<file path="config.mk">
export PLATFORM = sky130hd
export DESIGN_NAME = mdio_mgmt_ctrl
export DESIGN_NICKNAME = d
export VERILOG_FILES = /design/src/rtl/mdio_mgmt_ctrl.sv
export SDC_FILE = /design/constraint.sdc
export NUM_CORES = 1
export LEC_CHECK = 0
export BUFFER_PORTS_ARGS = -buffer_cell sky130_fd_sc_hd__buf_2
export CAP_MARGIN = 5
export CORE_UTILIZATION = 23
export DETAILED_ROUTE_END_ITERATION = 8
export PLACE_DENSITY = 0.48
export SYNTH_ARGS = -nofsm -noshare
export SYNTH_HDL_FRONTEND = slang
export SYNTH_SLANG_ARGS = --single-unit
</file>
<file path="constraint.sdc">
create_clock -name clk -period 1.9 [get_ports clk]
set_clock_uncertainty 0.2 [all_clocks]
set_input_delay 0.095 -clock clk [delete_from_list [all_inputs] [get_ports clk]]
set_output_delay 0.095 -clock clk [all_outputs]
set_load 0.01 [all_outputs]
</file>
<file path="src/rtl/mdio_mgmt_ctrl.sv">
module mdio_mgmt_ctrl #(
  parameter int DIV_HALF = 2
) (
  input  logic        clk,
  input  logic        rst_n,
  input  logic        reg_sel,
  input  logic        reg_we,
  input  logic [31:0] reg_wdata,
  output logic [31:0] reg_rdata,
  output logic        mdc,
  output logic        mdio_o,
  output logic        mdio_oe,
  input  logic        mdio_i
);
  localparam int CW = (DIV_HALF > 1) ? $clog2(DIV_HALF) : 1;
  localparam int FRAME_BITS = 64;
  localparam int TA_BIT = 46;
  localparam int DATA_BIT = 48;

  logic [4:0]  phy_q, idx_q;
  logic        wr_q, busy_q, mdc_q, oe_q;
  logic [15:0] data_q;
  logic [CW-1:0] cnt_q;
  logic [5:0]  bit_q;
  logic [63:0] sh_q;

  wire tick  = busy_q && (cnt_q == CW'(DIV_HALF - 1));
  wire start = reg_we && !reg_sel && !busy_q && reg_wdata[0];
  wire wsel  = reg_wdata[1];
  wire [63:0] frame = {32'hFFFF_FFFF, 2'b01, wsel ? 2'b01 : 2'b10,
                       reg_wdata[15:11], reg_wdata[10:6],
                       wsel ? 2'b10 : 2'b00, wsel ? data_q : 16'h0000};

  always_ff @(posedge clk) begin
    if (!rst_n) begin
      phy_q <= '0; idx_q <= '0; wr_q <= 1'b0; busy_q <= 1'b0;
      data_q <= '0; cnt_q <= '0; bit_q <= '0; mdc_q <= 1'b0;
      oe_q <= 1'b0; sh_q <= '0;
    end else begin
      if (reg_we && !busy_q) begin
        if (!reg_sel) begin
          phy_q  <= reg_wdata[15:11];
          idx_q  <= reg_wdata[10:6];
          wr_q   <= reg_wdata[1];
          busy_q <= reg_wdata[0];
        end else begin
          data_q <= reg_wdata[15:0];
        end
      end
      if (start) begin
        cnt_q <= '0;
        bit_q <= '0;
        mdc_q <= 1'b0;
        sh_q  <= frame;
        oe_q  <= 1'b1;
      end else if (busy_q) begin
        cnt_q <= tick ? '0 : cnt_q + 1'b1;
        if (tick) begin
          if (!mdc_q) begin
            mdc_q <= 1'b1;
            if (!wr_q && bit_q >= 6'(DATA_BIT))
              data_q <= {data_q[14:0], mdio_i};
          end else begin
            mdc_q <= 1'b0;
            if (bit_q == 6'(FRAME_BITS - 1)) begin
              busy_q <= 1'b0;
              oe_q   <= 1'b0;
              sh_q   <= '0;
            end else begin
              bit_q <= bit_q + 1'b1;
              sh_q  <= {sh_q[62:0], 1'b0};
              if (!wr_q && bit_q == 6'(TA_BIT - 1))
                oe_q <= 1'b0;
            end
          end
        end
      end
    end
  end

  assign reg_rdata = reg_sel ? {16'h0000, data_q}
                             : {16'h0000, phy_q, idx_q, 4'b0000, wr_q, busy_q};
  assign mdc     = mdc_q;
  assign mdio_o  = sh_q[63];
  assign mdio_oe = oe_q;

  p_idle_quiet_r9: assert property (@(posedge clk) disable iff (!rst_n)
    !busy_q |-> (!mdc_q && !oe_q));
  p_ta_release_r5: assert property (@(posedge clk) disable iff (!rst_n)
    (busy_q && !wr_q && bit_q >= 6'(TA_BIT)) |-> !oe_q);
  p_write_drives_r4: assert property (@(posedge clk) disable iff (!rst_n)
    (busy_q && wr_q) |-> oe_q);
  p_hold_data_r8: assert property (@(posedge clk) disable iff (!rst_n)
    (busy_q && wr_q) |=> $stable(data_q));
  p_hold_access_r8: assert property (@(posedge clk) disable iff (!rst_n)
    busy_q |=> $stable({phy_q, idx_q, wr_q}));
  p_done_after_frame_r3: assert property (@(posedge clk) disable iff (!rst_n)
    $fell(busy_q) |-> ($past(bit_q) == 6'(FRAME_BITS - 1) && !mdc_q));
  p_mdio_hold_high_r9: assert property (@(posedge clk) disable iff (!rst_n)
    (mdc_q && $past(mdc_q)) |-> $stable(sh_q[63]));
endmodule

</file>
# After elaboration in Yosys (flattened, before gate mapping)
# Cells that the tools add are included.
[totals]
reg_bits = 101
elab_cells = 71
out_inout_bits = 35
[op_classes]
n_reduce_logical = 21
muxes = 31
bitwise = 3
add_sub_neg = 2
n_eq_ne = 2
magnitude_cmp = 1
[ops]
columns = ["cell", "count"]
rows = [
  ["64-bit two-way mux", 5],
  ["16-bit two-way mux", 9],
  ["1-bit two-way mux", 15],
  ["6-bit equality test, second input constant", 2],
  ["4-bit AND reduction", 2],
  ["1-bit logical AND", 7],
  ["6-bit by 1-bit adder with 6-bit output, second input constant", 1],
  ["6-bit >= comparator, second input constant", 1],
  ["3-bit AND reduction", 2],
  ["2-bit nonzero test", 3],
  ["2-bit two-way mux", 2],
  ["2-bit AND reduction", 2],
  ["1-bit zero test", 3],
  ["1-bit NOT", 3],
  ["3-bit nonzero test", 1],
  ["2-bit OR reduction", 1],
  ["1-bit adder, second input constant", 1],
]

# Depth between registers and ports, before layout
[depth]
ltp_word = 8
depth_mapped = 7
mapped_depth_nobuf = 5

# Least setup slack after synthesis
# OpenSTA, ideal clock, no wires.
[synth_path]
kind = "reg2reg"
from = "register bit_q[0]"
to = "register sh_q[18]"
arrival_ns = 1.507
stages_incl_launch_ff = 6
setup_slack_ns = 0.071
setup_time_ns = 0.122
path_buffers = 1
t_required_ns = 1.578
path_cell_list = "dfxtp_1 -> ha_1 -> nand3_2 -> o211a_2 -> buf_6 -> a221o_1"
[synth_between]
elab_chain_cells = 6
[synth_rtl]
columns = ["item", "line_no", "text"]
rows = [
  ["start: declaration", "24", "logic [5:0] bit_q;"],
  ["start signal: assignment", "70", "bit_q <= bit_q + 1'b1;"],
  ["6-bit equality test", "65", "if (bit_q == 6'(FRAME_BITS - 1)) begin"],
  ["64-bit two-way mux", "65", ""],
  ["64-bit two-way mux", "59", "if (!mdc_q) begin"],
  ["64-bit two-way mux", "58", "if (tick) begin"],
  ["64-bit two-way mux", "56", "end else if (busy_q) begin"],
  ["64-bit two-way mux", "50", "if (start) begin"],
  ["end signal: assignment", "54", "sh_q <= frame;"],
  ["end signal: assignment", "71", "sh_q <= {sh_q[62:0], 1'b0};"],
  ["end: declaration", "25", "logic [63:0] sh_q;"],
]
# No other way between the ends. The select of a mux whose other input is x is not followed.
# A chain may end at the register's enable or synchronous reset.

# Worst setup path after layout
[layout_path]
from = "register bit_q[0]"
to = "register sh_q[13]"
# Same word-level chain as after synthesis.

==> flow_results.org <==
** Logic synthesis
- The share of synthesized area in the top cell type comes to 41.80%.
- For this run, the number of Yosys warnings is 0.
- Top post-synthesis cells by area :: sky130_fd_sc_hd__dfxtp_1, sky130_fd_sc_hd__mux2i_1, sky130_fd_sc_hd__o211ai_1
- Summed instance area of the synthesized netlist :: 4837 um^2
- Library cell occupying the most area in the post-synthesis netlist :: sky130_fd_sc_hd__dfxtp_1
- In the synthesized netlist the async set-or-reset flop fraction comes to 0%.
- Counting instances in the post-synthesis netlist gives the leading cell types as sky130_fd_sc_hd__dfxtp_1, sky130_fd_sc_hd__a21oi_1, sky130_fd_sc_hd__o211ai_1.
- Synthesis inferred 101 register bits.
- The most common cell in the synthesized netlist is sky130_fd_sc_hd__dfxtp_1.
- Dividing the synthesized area by the synthesized cell count gives 9.503 um^2.
- Among all flip-flop cells after synthesis, the most frequent one is sky130_fd_sc_hd__dfxtp_1.
- Instance count of the mapped netlist :: 509
- Yosys mapped a number of flops with a built-in enable equal to 0.
- Library cells used by synthesis :: 47
- Proportion of synthesized chip area in sequential cells :: 41.80%

** Placed design
- Routability-driven placement finished with a final weighted congestion of 0.7365.
- Final HPWL from detailed placement :: 7.873 mm
- Worst slack, placed :: 0.04781 ns
- The placed instances occupy a cell area of 5304 um^2.
- During placement, the flow inserted port buffers numbering 39.
- After detailed placement, the design holds a cell count of 789.

** Status
- Result of the run :: finished clean

** Cells and area
- Ant diodes :: 0
- Final cell area excluding filler cells :: 5771 um^2
- Number of standard cells in the final layout excluding fillers :: 823
- Share of final-layout standard cells stronger than drive strength 1 :: 18.81%
- In the final design database the tool counted 587 nets.
- Syn-to-layout area delta :: 19.30%

** STA
- In the post-route analysis, the smallest setup slack over all paths is 0.1013 ns.
- Setup repair after global routing missed its margin :: false
- Of the available clock period, the critical path in the final layout requires 94.67%.
- The number of failing hold endpoints at the final stage came to 0.
- For this run, the top clock speed supported by timing is 0.5560 GHz.
- Number of failing setup endpoints in the final timing report :: 0
- Final-layout setup total negative slack :: 0 ns
- The count of final max-slew check failures is 0.
- Counting I/O delays and the setup requirement, the final critical path takes 1.799 ns.

** Worst setup path
- Cell count of the worst reg-to-reg path :: 4
- The worst setup path is of the reg -> reg kind.
- In this run the worst path has a maximum fanout of 14.
- Type of origin of the critical path :: register
- Worst path required time :: 1.94 ns
- STA classifies the critical path endpoint as a register.
- Origin of the critical flop-to-flop path :: bit_q[0]
- Setup crit end :: sh_q[13]
- Endpoint of the lowest-slack register-to-register path :: sh_q[13]
- Arrival time reported for the critical path endpoint :: 1.84 ns
- The most critical setup path has its startpoint at bit_q[0].
- The worst register-to-register path has a setup slack of 0.10 ns.

** Global routing
- For met3 alone, demand over resource in global routing was 2.981%.
- Global routing finished with a remaining overflow of 0.
- Number of global-route vias before repair :: 3,901
- Most congested layer reported by global routing :: met2
- Global routing met2 resource utilization :: 18.53%
- Global routing consumed, over all layers together, 11.81% of the routing resources.
- The initial antenna violation count is 0.
- Global routing consumed, on the met1 layer, 15.87% of the routing resources.
- The first global-routing pass estimated 20.46 mm of wire.
- Entering global routing, the biggest net connects 46 pins.

** Clocking
- Clock-pin slew was measured on the worst setup and hold paths at 0.07 ns.
- Total setup buffers inserted after CTS :: 0
- H-tree Lvls :: 3
- The tree built by TritonCTS fans out to 101 sinks.
- CTS placed an instance of sky130_fd_sc_hd__clkbuf_16 at the clock tree root.
- Latest clock arrival within the worst-skew pair :: 0.35 ns
- In this run, CTS created clock tree buffers numbering 9.
- Buffer depth of the longest clock path :: 2
- TritonCTS built the clock tree.

** Power
- Power spread over the standard cell area amounts to 771.5 nW/um^2.
- Worst voltage drop across the vdd grid :: 0.0004369 V
- Leak :: 2.228 nW

** Die
- IO Count :: 72
- Initial Util :: 23.68%
- In this run the horizontal extent of the chip is 147.0 um.
- Core region area :: 20,430 um^2
- Measured along the y axis, the die boundary spans 147.0 um.
- Row Count :: 52
- Overall die area :: 21,610 um^2

** Drt
- Routed via count divided by cell count :: 4.848
- Routed length per placed instance :: 14.84 um
- Total iterations of the first detailed-routing run :: 4
- After detailed routing, the number of remaining DRC violations is 0.
- Number of DRC violations after detailed-routing iteration 0 :: 246
- Count of nets left with antenna violations after detail routing :: 0
- Summed over all layers, the routed wires come to 12.21 mm.
- Via Count :: 3,990

** Run
- Total of max-cap violations :: 0

** Worst hold path
- Worst min-delay path category :: in -> reg
[how the worst min path moves through the flow]
| stage | from | endpoint | slack [ns] | cells after the start |
|---|---|---|---|---|
| 6_report | reg_we | wr_q | 0.1 | 4 |
| 2_1_floorplan | reg_wdata[8] | sh_q[20] | 0.03 | 2 |
| 3_3_place_gp | mdio_i | data_q[0] | 0.17 | 3 |
| 5_1_grt | reg_we | wr_q | 0.11 | 4 |
| 4_1_cts | reg_we | wr_q | 0.08 | 4 |
| 3_5_place_dp | mdio_i | data_q[0] | 0.17 | 3 |
[layout make-up]
type                            instances  area [um^2]
Clock buffer                            9        225.2
Clock inverter                          7        57.56
Fill cell                            2190        14660
Inverter                                2        7.507
Multi-Input combinational cell        349         2459
Sequential cell                       101         2023
Tap cell                              270        337.8
Timing Repair Buffer                   85        660.6
[power breakdown]
part	total, W	internal (W)	switching (W)
registers	0.00226	0.00220	0.0000590
clock network	0.00178	0.000905	0.000872
logic	0.000413	0.000205	0.000208
total	0.00445	0.00331	0.00114
[layout by cell type, fill, tap and decap left out, types with 4 or more instances in the layout]
master                          instances
sky130_fd_sc_hd__and3_1                14
sky130_fd_sc_hd__nand3b_1               4
sky130_fd_sc_hd__clkbuf_16              9
sky130_fd_sc_hd__buf_12                 6
sky130_fd_sc_hd__mux2_2                12
sky130_fd_sc_hd__dlygate4sd3_1         18
sky130_fd_sc_hd__nor3_1                10
sky130_fd_sc_hd__nand3_1               12
sky130_fd_sc_hd__a221o_1               17
sky130_fd_sc_hd__and2_1                 7
sky130_fd_sc_hd__conb_1                16
sky130_fd_sc_hd__mux2i_1               30
sky130_fd_sc_hd__a21boi_1              32
sky130_fd_sc_hd__o31ai_1               22
sky130_fd_sc_hd__nor2b_1               11
sky130_fd_sc_hd__buf_4                 22
sky130_fd_sc_hd__dfxtp_1              100
sky130_fd_sc_hd__a211o_1                4
sky130_fd_sc_hd__nand2_1               19
sky130_fd_sc_hd__nor2_1                 5
sky130_fd_sc_hd__a211oi_1               5
sky130_fd_sc_hd__a31oi_1                9
sky130_fd_sc_hd__o211ai_1              40
sky130_fd_sc_hd__buf_2                 39
sky130_fd_sc_hd__a21oi_1               52
[cells by family (layout without fill, tap and decap cells)]
logic type,Yosys count,in the layout,share of synthesized area (%)
AO/OA/AOI/OAI,192,192,28.09
flip-flops,101,101,41.80
AND/OR/NAND/NOR,95,95,11.33
buffers and inverters,74,103,8.821
multiplexers,42,42,9.002
adder cells (fa/ha/maj),2,2,0.5172
XOR/XNOR,2,2,0.3622
other,1,16,0.07753
[state kept, by name, indices dropped and copies added (netlist names)]
register and cells:
sh_q 64, data_q 16, bit_q 6, idx_q 5, phy_q 5, busy_q 1
cnt_q 1, mdc 1, mdio_oe 1, wr_q 1
[per-stage QoR]
step	hold slack [ns]	total power [W]	utilization, %
2_1_floorplan	0.02777	0.002595	-
3_3_place_gp	0.1659	0.002686	25.96
3_5_place_dp	0.1744	0.002697	25.96
4_1_cts	0.08456	0.004528	28.23
5_1_grt	0.1053	0.004660	28.25
6_report	0.09833	0.004452	28.25
[what timing repair did]
item / in CTS / in global routing
resized for setup: 0 / 2
hold endpoints to repair: 44 / 0
setup endpoints to repair: 0 / 16
hold buffers: 18 / 0
[critical path, cell delays in order, from the launching register on]
cell,delay [ns]
sky130_fd_sc_hd__dfxtp_1,0.35
sky130_fd_sc_hd__ha_2,0.25
sky130_fd_sc_hd__nand3_2,0.13
sky130_fd_sc_hd__o211a_2,0.39
sky130_fd_sc_hd__a221o_1,0.38
[metal layers]
layer | up-vias | routed length [um]
met5 | - | 0
met4 | 0 | 133
met3 | 8 | 462
met2 | 82 | 5516
met1 | 1933 | 6099
li1 | 1967 | -
(Power assumes the default switching activity.)
